File: config.mk
export PLATFORM = sky130hd
export DESIGN_NAME = rob_rename_core
export DESIGN_NICKNAME = d
export VERILOG_FILES = /design/src/rtl/rob_pkg.sv /design/src/rtl/rob_age_pick.sv /design/src/rtl/rob_map_table.sv /design/src/rtl/rob_arch_regs.sv /design/src/rtl/rob_rename_core.sv
export SDC_FILE = /design/constraint.sdc
export NUM_CORES = 1
export LEC_CHECK = 0
export BUFFER_PORTS_ARGS = -buffer_cell sky130_fd_sc_hd__clkbuf_2
export CAP_MARGIN = 10
export CORE_ASPECT_RATIO = 1.4
export CORE_MARGIN = 10
export CORE_UTILIZATION = 38
export CTS_CLUSTER_DIAMETER = 60
export DETAILED_ROUTE_END_ITERATION = 16
export GPL_TIMING_DRIVEN = 1
export PLACE_DENSITY = 0.64
export SLEW_MARGIN = 20
export SYNTH_ARGS = -nofsm -noshare
export SYNTH_HDL_FRONTEND = slang
export SYNTH_SLANG_ARGS = --single-unit
File: constraint.sdc
create_clock -name clk -period 13.68 [get_ports clk]
set_input_delay 0.684 -clock clk [delete_from_list [all_inputs] [get_ports clk]]
set_output_delay 0.684 -clock clk [all_outputs]
set_load 0.01 [all_outputs]
File: src/rtl/rob_pkg.sv
package rob_pkg;

  typedef enum logic [1:0] {
    SLOT_FREE = 2'd0,
    SLOT_WAIT = 2'd1,
    SLOT_EXEC = 2'd2,
    SLOT_DONE = 2'd3
  } slot_state_e;

  function automatic int unsigned idx_bits(input int unsigned n);
    return (n > 1) ? $clog2(n) : 1;
  endfunction

endpackage

File: src/rtl/rob_age_pick.sv
// Picks the first requester at or after base, wrapping round N slots.
module rob_age_pick #(
  parameter int unsigned N  = 2,
  parameter int unsigned IW = 1
) (
  input  logic [N-1:0]  req,
  input  logic [IW-1:0] base,
  output logic          found,
  output logic [IW-1:0] pick
);

  logic [31:0] cand;

  always_comb begin
    found = 1'b0;
    pick  = base;
    cand  = '0;
    for (int unsigned k = 0; k < N; k++) begin
      cand = 32'(base) + k;
      if (cand >= N) cand = cand - N;
      if (!found && req[cand[IW-1:0]]) begin
        found = 1'b1;
        pick  = cand[IW-1:0];
      end
    end
  end

endmodule

File: src/rtl/rob_map_table.sv
// Architectural register -> producing slot map.
module rob_map_table #(
  parameter int unsigned NUM_ARCH = 8,
  parameter int unsigned AW       = 3,
  parameter int unsigned TW       = 1
) (
  input  logic          clk,
  input  logic          rst_n,
  input  logic [AW-1:0] rd1_reg,
  output logic          rd1_busy,
  output logic [TW-1:0] rd1_tag,
  input  logic [AW-1:0] rd2_reg,
  output logic          rd2_busy,
  output logic [TW-1:0] rd2_tag,
  input  logic          set_en,
  input  logic [AW-1:0] set_reg,
  input  logic [TW-1:0] set_tag,
  input  logic          clr_en,
  input  logic [AW-1:0] clr_reg,
  input  logic [TW-1:0] clr_tag
);

  logic          busy_q [NUM_ARCH];
  logic [TW-1:0] tag_q  [NUM_ARCH];
  logic          busy_d [NUM_ARCH];
  logic [TW-1:0] tag_d  [NUM_ARCH];

  assign rd1_busy = busy_q[rd1_reg];
  assign rd1_tag  = tag_q[rd1_reg];
  assign rd2_busy = busy_q[rd2_reg];
  assign rd2_tag  = tag_q[rd2_reg];

  always_comb begin
    for (int r = 0; r < NUM_ARCH; r++) begin
      busy_d[r] = busy_q[r];
      tag_d[r]  = tag_q[r];
    end
    // conditional clear first; a same-cycle rename of that register wins
    if (clr_en && busy_q[clr_reg] && (tag_q[clr_reg] == clr_tag))
      busy_d[clr_reg] = 1'b0;
    if (set_en) begin
      busy_d[set_reg] = 1'b1;
      tag_d[set_reg]  = set_tag;
    end
  end

  always_ff @(posedge clk or negedge rst_n) begin
    if (!rst_n) begin
      for (int r = 0; r < NUM_ARCH; r++) begin
        busy_q[r] <= 1'b0;
        tag_q[r]  <= '0;
      end
    end else begin
      for (int r = 0; r < NUM_ARCH; r++) begin
        busy_q[r] <= busy_d[r];
        tag_q[r]  <= tag_d[r];
      end
    end
  end

endmodule

File: src/rtl/rob_arch_regs.sv
// Committed architectural register file: two reads, one write.
module rob_arch_regs #(
  parameter int unsigned NUM_ARCH = 8,
  parameter int unsigned AW       = 3,
  parameter int unsigned DW       = 16
) (
  input  logic          clk,
  input  logic          rst_n,
  input  logic [AW-1:0] rd1_reg,
  output logic [DW-1:0] rd1_val,
  input  logic [AW-1:0] rd2_reg,
  output logic [DW-1:0] rd2_val,
  input  logic          wr_en,
  input  logic [AW-1:0] wr_reg,
  input  logic [DW-1:0] wr_val
);

  logic [DW-1:0] mem_q [NUM_ARCH];

  assign rd1_val = mem_q[rd1_reg];
  assign rd2_val = mem_q[rd2_reg];

  always_ff @(posedge clk or negedge rst_n) begin
    if (!rst_n) begin
      for (int r = 0; r < NUM_ARCH; r++) mem_q[r] <= '0;
    end else if (wr_en) begin
      mem_q[wr_reg] <= wr_val;
    end
  end

endmodule

File: src/rtl/rob_rename_core.sv
module rob_rename_core
  import rob_pkg::*;
#(
  parameter int unsigned NUM_ENTRIES = 2,
  parameter int unsigned NUM_ARCH    = 8,
  parameter int unsigned DATA_W      = 16,
  parameter int unsigned LAT_W       = 4,
  localparam int unsigned TAG_W      = rob_pkg::idx_bits(NUM_ENTRIES),
  localparam int unsigned AREG_W     = rob_pkg::idx_bits(NUM_ARCH)
) (
  input  logic              clk,
  input  logic              rst_n,
  input  logic              dec_valid,
  output logic              dec_ready,
  output logic [TAG_W-1:0]  dec_tag,
  input  logic              dec_dst_en,
  input  logic [AREG_W-1:0] dec_dst,
  input  logic [AREG_W-1:0] dec_src1,
  input  logic [AREG_W-1:0] dec_src2,
  input  logic              dec_src2_imm,
  input  logic [DATA_W-1:0] dec_imm,
  input  logic [LAT_W-1:0]  dec_lat,
  output logic              iss_valid,
  output logic [TAG_W-1:0]  iss_tag,
  output logic              wb_valid,
  output logic [TAG_W-1:0]  wb_tag,
  output logic [DATA_W-1:0] wb_data,
  output logic              cmt_valid,
  output logic [TAG_W-1:0]  cmt_tag,
  output logic              cmt_dst_en,
  output logic [AREG_W-1:0] cmt_dst,
  output logic [DATA_W-1:0] cmt_data
);

  localparam logic [TAG_W-1:0] LAST_SLOT = TAG_W'(NUM_ENTRIES - 1);

  // ---------------- reset: asserted asynchronously, released on the clock
  logic rst_meta_q, rst_sync_n;
  always_ff @(posedge clk or negedge rst_n) begin
    if (!rst_n) begin
      rst_meta_q <= 1'b0;
      rst_sync_n <= 1'b0;
    end else begin
      rst_meta_q <= 1'b1;
      rst_sync_n <= rst_meta_q;
    end
  end

  // ---------------- slot storage
  slot_state_e       st_q    [NUM_ENTRIES];
  logic              a_rdy_q [NUM_ENTRIES];
  logic [TAG_W-1:0]  a_tag_q [NUM_ENTRIES];
  logic [DATA_W-1:0] a_val_q [NUM_ENTRIES];
  logic              b_rdy_q [NUM_ENTRIES];
  logic [TAG_W-1:0]  b_tag_q [NUM_ENTRIES];
  logic [DATA_W-1:0] b_val_q [NUM_ENTRIES];
  logic              dst_en_q[NUM_ENTRIES];
  logic [AREG_W-1:0] dst_q   [NUM_ENTRIES];
  logic [LAT_W-1:0]  lat_q   [NUM_ENTRIES];
  logic [LAT_W-1:0]  cnt_q   [NUM_ENTRIES];
  logic [DATA_W-1:0] res_q   [NUM_ENTRIES];

  slot_state_e       st_d    [NUM_ENTRIES];
  logic              a_rdy_d [NUM_ENTRIES];
  logic [TAG_W-1:0]  a_tag_d [NUM_ENTRIES];
  logic [DATA_W-1:0] a_val_d [NUM_ENTRIES];
  logic              b_rdy_d [NUM_ENTRIES];
  logic [TAG_W-1:0]  b_tag_d [NUM_ENTRIES];
  logic [DATA_W-1:0] b_val_d [NUM_ENTRIES];
  logic              dst_en_d[NUM_ENTRIES];
  logic [AREG_W-1:0] dst_d   [NUM_ENTRIES];
  logic [LAT_W-1:0]  lat_d   [NUM_ENTRIES];
  logic [LAT_W-1:0]  cnt_d   [NUM_ENTRIES];
  logic [DATA_W-1:0] res_d   [NUM_ENTRIES];

  logic [TAG_W-1:0] head_q, tail_q, head_d, tail_d;
  logic             full_q, full_d;

  function automatic logic [TAG_W-1:0] slot_inc(input logic [TAG_W-1:0] p);
    return (p == LAST_SLOT) ? '0 : p + TAG_W'(1);
  endfunction

  // ---------------- control
  logic alloc, cmt_fire;
  assign dec_ready = !full_q && rst_sync_n;
  assign alloc     = dec_valid && dec_ready;
  assign cmt_fire  = (st_q[head_q] == SLOT_DONE);

  logic [NUM_ENTRIES-1:0] iss_req, wb_req;
  logic                   iss_fire, wb_fire;
  logic [TAG_W-1:0]       iss_pick, wb_pick;
  logic [DATA_W-1:0]      wb_val;

  for (genvar g = 0; g < NUM_ENTRIES; g++) begin : g_req
    assign iss_req[g] = (st_q[g] == SLOT_WAIT) && a_rdy_q[g] && b_rdy_q[g];
    assign wb_req[g]  = (st_q[g] == SLOT_EXEC) && (cnt_q[g] == '0);
  end

  rob_age_pick #(.N(NUM_ENTRIES), .IW(TAG_W)) u_issue_pick (
    .req(iss_req), .base(head_q), .found(iss_fire), .pick(iss_pick)
  );

  rob_age_pick #(.N(NUM_ENTRIES), .IW(TAG_W)) u_wb_pick (
    .req(wb_req), .base(head_q), .found(wb_fire), .pick(wb_pick)
  );

  assign wb_val = res_q[wb_pick];

  // ---------------- rename table and committed registers
  logic              m1_busy, m2_busy;
  logic [TAG_W-1:0]  m1_tag, m2_tag;
  logic [DATA_W-1:0] rf1_val, rf2_val;

  rob_map_table #(.NUM_ARCH(NUM_ARCH), .AW(AREG_W), .TW(TAG_W)) u_map (
    .clk      (clk),
    .rst_n    (rst_sync_n),
    .rd1_reg  (dec_src1),
    .rd1_busy (m1_busy),
    .rd1_tag  (m1_tag),
    .rd2_reg  (dec_src2),
    .rd2_busy (m2_busy),
    .rd2_tag  (m2_tag),
    .set_en   (alloc && dec_dst_en),
    .set_reg  (dec_dst),
    .set_tag  (tail_q),
    .clr_en   (cmt_fire && dst_en_q[head_q]),
    .clr_reg  (dst_q[head_q]),
    .clr_tag  (head_q)
  );

  rob_arch_regs #(.NUM_ARCH(NUM_ARCH), .AW(AREG_W), .DW(DATA_W)) u_regs (
    .clk     (clk),
    .rst_n   (rst_sync_n),
    .rd1_reg (dec_src1),
    .rd1_val (rf1_val),
    .rd2_reg (dec_src2),
    .rd2_val (rf2_val),
    .wr_en   (cmt_fire && dst_en_q[head_q]),
    .wr_reg  (dst_q[head_q]),
    .wr_val  (res_q[head_q])
  );

  // ---------------- operand resolution at decode
  logic              op1_rdy, op2_rdy;
  logic [TAG_W-1:0]  op1_tag, op2_tag;
  logic [DATA_W-1:0] op1_val, op2_val;

  always_comb begin
    op1_rdy = 1'b1;
    op1_tag = m1_tag;
    op1_val = rf1_val;
    if (m1_busy) begin
      if (st_q[m1_tag] == SLOT_DONE) begin
        op1_val = res_q[m1_tag];
      end else if (wb_fire && (wb_pick == m1_tag)) begin
        op1_val = wb_val;
      end else begin
        op1_rdy = 1'b0;
        op1_val = '0;
      end
    end

    op2_rdy = 1'b1;
    op2_tag = m2_tag;
    op2_val = rf2_val;
    if (dec_src2_imm) begin
      op2_val = dec_imm;
    end else if (m2_busy) begin
      if (st_q[m2_tag] == SLOT_DONE) begin
        op2_val = res_q[m2_tag];
      end else if (wb_fire && (wb_pick == m2_tag)) begin
        op2_val = wb_val;
      end else begin
        op2_rdy = 1'b0;
        op2_val = '0;
      end
    end
  end

  // ---------------- slot next state
  always_comb begin
    for (int e = 0; e < NUM_ENTRIES; e++) begin
      st_d[e]     = st_q[e];
      a_rdy_d[e]  = a_rdy_q[e];
      a_tag_d[e]  = a_tag_q[e];
      a_val_d[e]  = a_val_q[e];
      b_rdy_d[e]  = b_rdy_q[e];
      b_tag_d[e]  = b_tag_q[e];
      b_val_d[e]  = b_val_q[e];
      dst_en_d[e] = dst_en_q[e];
      dst_d[e]    = dst_q[e];
      lat_d[e]    = lat_q[e];
      cnt_d[e]    = cnt_q[e];
      res_d[e]    = res_q[e];
      unique case (st_q[e])
        SLOT_FREE: begin
          if (alloc && (tail_q == TAG_W'(e))) begin
            st_d[e]     = SLOT_WAIT;
            a_rdy_d[e]  = op1_rdy;
            a_tag_d[e]  = op1_tag;
            a_val_d[e]  = op1_val;
            b_rdy_d[e]  = op2_rdy;
            b_tag_d[e]  = op2_tag;
            b_val_d[e]  = op2_val;
            dst_en_d[e] = dec_dst_en;
            dst_d[e]    = dec_dst;
            lat_d[e]    = dec_lat;
          end
        end
        SLOT_WAIT: begin
          if (wb_fire && !a_rdy_q[e] && (a_tag_q[e] == wb_pick)) begin
            a_rdy_d[e] = 1'b1;
            a_val_d[e] = wb_val;
          end
          if (wb_fire && !b_rdy_q[e] && (b_tag_q[e] == wb_pick)) begin
            b_rdy_d[e] = 1'b1;
            b_val_d[e] = wb_val;
          end
          if (iss_fire && (iss_pick == TAG_W'(e))) begin
            st_d[e]  = SLOT_EXEC;
            cnt_d[e] = (lat_q[e] == '0) ? '0 : lat_q[e] - LAT_W'(1);
            res_d[e] = a_val_q[e] + b_val_q[e];
          end
        end
        SLOT_EXEC: begin
          if (wb_fire && (wb_pick == TAG_W'(e))) begin
            st_d[e] = SLOT_DONE;
          end else if (cnt_q[e] != '0) begin
            cnt_d[e] = cnt_q[e] - LAT_W'(1);
          end
        end
        SLOT_DONE: begin
          if (cmt_fire && (head_q == TAG_W'(e))) st_d[e] = SLOT_FREE;
        end
        default: st_d[e] = SLOT_FREE;
      endcase
    end
  end

  // ---------------- pointer next state
  always_comb begin
    tail_d = alloc    ? slot_inc(tail_q) : tail_q;
    head_d = cmt_fire ? slot_inc(head_q) : head_q;
    full_d = full_q;
    if (alloc && !cmt_fire)      full_d = (slot_inc(tail_q) == head_q);
    else if (cmt_fire && !alloc) full_d = 1'b0;
  end

  // ---------------- registers
  always_ff @(posedge clk or negedge rst_sync_n) begin
    if (!rst_sync_n) begin
      head_q <= '0;
      tail_q <= '0;
      full_q <= 1'b0;
    end else begin
      head_q <= head_d;
      tail_q <= tail_d;
      full_q <= full_d;
    end
  end

  always_ff @(posedge clk or negedge rst_sync_n) begin
    if (!rst_sync_n) begin
      for (int e = 0; e < NUM_ENTRIES; e++) begin
        st_q[e]     <= SLOT_FREE;
        a_rdy_q[e]  <= 1'b0;
        a_tag_q[e]  <= '0;
        a_val_q[e]  <= '0;
        b_rdy_q[e]  <= 1'b0;
        b_tag_q[e]  <= '0;
        b_val_q[e]  <= '0;
        dst_en_q[e] <= 1'b0;
        dst_q[e]    <= '0;
        lat_q[e]    <= '0;
        cnt_q[e]    <= '0;
        res_q[e]    <= '0;
      end
    end else begin
      for (int e = 0; e < NUM_ENTRIES; e++) begin
        st_q[e]     <= st_d[e];
        a_rdy_q[e]  <= a_rdy_d[e];
        a_tag_q[e]  <= a_tag_d[e];
        a_val_q[e]  <= a_val_d[e];
        b_rdy_q[e]  <= b_rdy_d[e];
        b_tag_q[e]  <= b_tag_d[e];
        b_val_q[e]  <= b_val_d[e];
        dst_en_q[e] <= dst_en_d[e];
        dst_q[e]    <= dst_d[e];
        lat_q[e]    <= lat_d[e];
        cnt_q[e]    <= cnt_d[e];
        res_q[e]    <= res_d[e];
      end
    end
  end

  // ---------------- outputs
  assign dec_tag    = tail_q;
  assign iss_valid  = iss_fire;
  assign iss_tag    = iss_pick;
  assign wb_valid   = wb_fire;
  assign wb_tag     = wb_pick;
  assign wb_data    = wb_val;
  assign cmt_valid  = cmt_fire;
  assign cmt_tag    = head_q;
  assign cmt_dst_en = dst_en_q[head_q];
  assign cmt_dst    = dst_q[head_q];
  assign cmt_data   = res_q[head_q];

endmodule

==> metrics.txt <==
status=finished, final reports clean; max-slew violations=0; Initial DRT Pass Iterations=5; via count=13240; synth warn=0; Slew HR=20.77%; ys async rst share=100.0%; Post-CTS Hold Buffers=1; main flop type after synthesis=dfrtp_1; vias per std cell=5.830; Die Ht=268.6 µm; Worst Tran Pin Value=1.184 ns; CP arrival=3.55 ns; CP max FO=18; critical-path cell list=inv_1 > ha_1 > and4bb_2 > maj3_2 > mux2i_1 > inv_1 > clkbuf_2; Multi-input gate area=9025 µm²; Critical Path RT=13.00 ns; largest net degree at the start of global routing=71; CP endpoint kind=primary output; Routed Antenna Nets=0; DR WL/cell=21.48 µm; clock transition at the registers of the reported paths=0.07 ns; boundary pin count=78; sequential fraction of the synthesis area=41.92%; syn_nets=1748; Final Cell Area=18620 µm²; starting density of the core=38.27%; Post-synth EDFFs=0; Remaining DRCs=0; full die area=53070 µm²; H-tree depth=1; Final #Nets=1771; Design Power=0.003667 W; Util after Layout=42.49%; area grow syn2layout=11.02%; Placement Setup Slack=10.00 ns; PwrDens=196.9 nW/µm²; worst clock skew=0.02954 ns; clock sinks=281; Final Hold Violating Endpoints=0; vias in the first global route=13550; Hold Path Class=reg2async; layout cell share with drive strength beyond 1=17.29%; Crit path top cell by count=inv_1; final worst-path setup slack=9.445 ns; Post-Route WL=48780 µm; CTS tree=built; setup bufs post-CTS=0; 1st-iter DRT viols=1134; Register Area=7037 µm²; setup violators final=0; Mapped Avg Cell Area=10.06 µm²; deepest clock path buffer count=3; final worst path period need=4.235 ns; CP max-delay cell=maj3_2; most frequent cells in the layout=nand2_1, dfrtp_1, o21ai_0; Leak=8.196 nW; FMAX=236.2 MHz; PortBufs=77; first-pass GRT wire length=77760 µm; total CTS buffers=28; worst vdd ir=92.79 µV; critical path's largest stage delay=0.87 ns; GRT overflow=0; Max Cap Viol=0; DPL Wire Length=34990 µm; TNS Setup=0 ns; initial antenna violation count=1; row count=91; mapped cell area=16770 µm²; Die Span X=197.6 µm; top cells by area, synth=dfrtp_1, mux4_2, nand2_1, o21ai_0, mux2i_1; fin crit share=30.95%; RSZ-0062 raised after global routing=false; global-route usage over all layers=18.50%; area share of the largest cell type after synthesis=41.92%; core footprint=43840 µm²; crit path launch type=flip-flop; commonest non-fill, non-tap cell in the layout=nand2_1; largest area contributor in the netlist=dfrtp_1; Clock Tree Root=clkbuf_16; Netlist cell types=71; routability congestion estimate=0.9271; worst skew pair latency=0.58 ns; CTS resizes=0; synthesized flop and latch total=281; Fill cells=4123; Synth Instances=1667; Setup Crit Path Kind=reg2out; dpl cell area=17570 µm²
state kept, by name, indices dropped and copies added, names as in the netlist, 2 cells and up:
register and cells:
b_rdy_q 2, st_q 4, a_val_q 32, res_q 32, u_map.tag_q 8, b_tag_q 2
dst_en_q 2, a_rdy_q 2, u_regs.mem_q 128, lat_q 8, b_val_q 32, u_map.busy_q 8
a_tag_q 2, cnt_q 8, dst_q 6
logic make-up after synthesis:
logic type	synth area share, %
AND/OR/NAND/NOR	12.27
AO/OA/AOI/OAI	18.08
flip-flops	41.92
multiplexers	18.43
buffers and inverters	4.408
adder cells (fa/ha/maj)	3.722
XOR/XNOR	1.149
other	0.02235
per-layer routing:
| metal | share of wire [%] | vias to the layer above | global-route usage (%) | routed length, µm |
|---|---|---|---|---|
| met5 | 0 | - | 0 | 0 |
| met4 | 4.2 | 0 | 8.726 | 2060 |
| met3 | 4.5 | 108 | 2.135 | 2211 |
| met2 | 51 | 388 | 32.73 | 25060 |
| met1 | 40 | 6573 | 22.00 | 19440 |
| li1 | - | 6171 | - | - |
where the power goes:
part,leakage [nW],switching (W),internal [W]
Sequential,3.78,0.000283,0.00106
Combinational,3.92,0.000877,0.000570
Clock,0.499,0.000358,0.000520
through the flow:
step           instances  hold WS [ns]
6_report            2271        0.3119
5_1_grt             2271        0.3619
4_1_cts             2270        0.3254
3_5_place_dp        2217        0.3306
3_3_place_gp        2217        0.3264
2_1_floorplan       1667        0.3312
final timing paths:
path	start	end	slack [ns]	cells after the start
hold / removal	rst_sync_n	dst_q[0]	0.31	0
setup / recovery	st_q[0]	wb_data[3]	9.45	7
min in group clk	rst_meta_q	rst_sync_n	0.35	0
setup reg to reg	cmt_tag	b_val_q[26]	9.93	6
max in group asynchronous	rst_sync_n	u_regs.mem_q[60]	11.31	2
hold reg to reg	rst_sync_n	dst_q[0]	0.31	0
worst max-delay path, delay by kind of cell (launching register included):
family                   cells  cell delay, ns
multiplexers                 1            0.40
buffers and inverters        3            0.49
flip-flops                   1            0.42
adder cells (fa/ha/maj)      2            1.29
AND/OR/NAND/NOR              1            0.34
area by class of cell:
type | count | area share (%)
well taps | 558 | 3.749
diodes | 1 | 0.01344
flip-flops and latches | 281 | 37.78
inverters | 67 | 1.350
multi-input cells | 1211 | 48.46
clock buffers | 36 | 4.192
clock inverters | 16 | 1.404
repair buffers | 101 | 3.050
cells in the mapped netlist, drive strengths merged, types with 12 or more instances:
| cell type | number |
|---|---|
| nor3 | 24 |
| mux2i | 95 |
| nor2 | 73 |
| nand2b | 15 |
| xor2 | 12 |
| mux2 | 31 |
| a211oi | 14 |
| mux4 | 72 |
| nand3 | 15 |
| buf | 34 |
| clkbuf | 74 |
| dfrtp | 281 |
| a21o | 15 |
| o221ai | 17 |
| o211ai | 26 |
| a22oi | 37 |
| inv | 66 |
| a21oi | 47 |
| nand2 | 302 |
| a221o | 33 |
| o21ai | 193 |
| a311oi | 17 |
| ha | 45 |
Power figures use the tool's default switching activity.
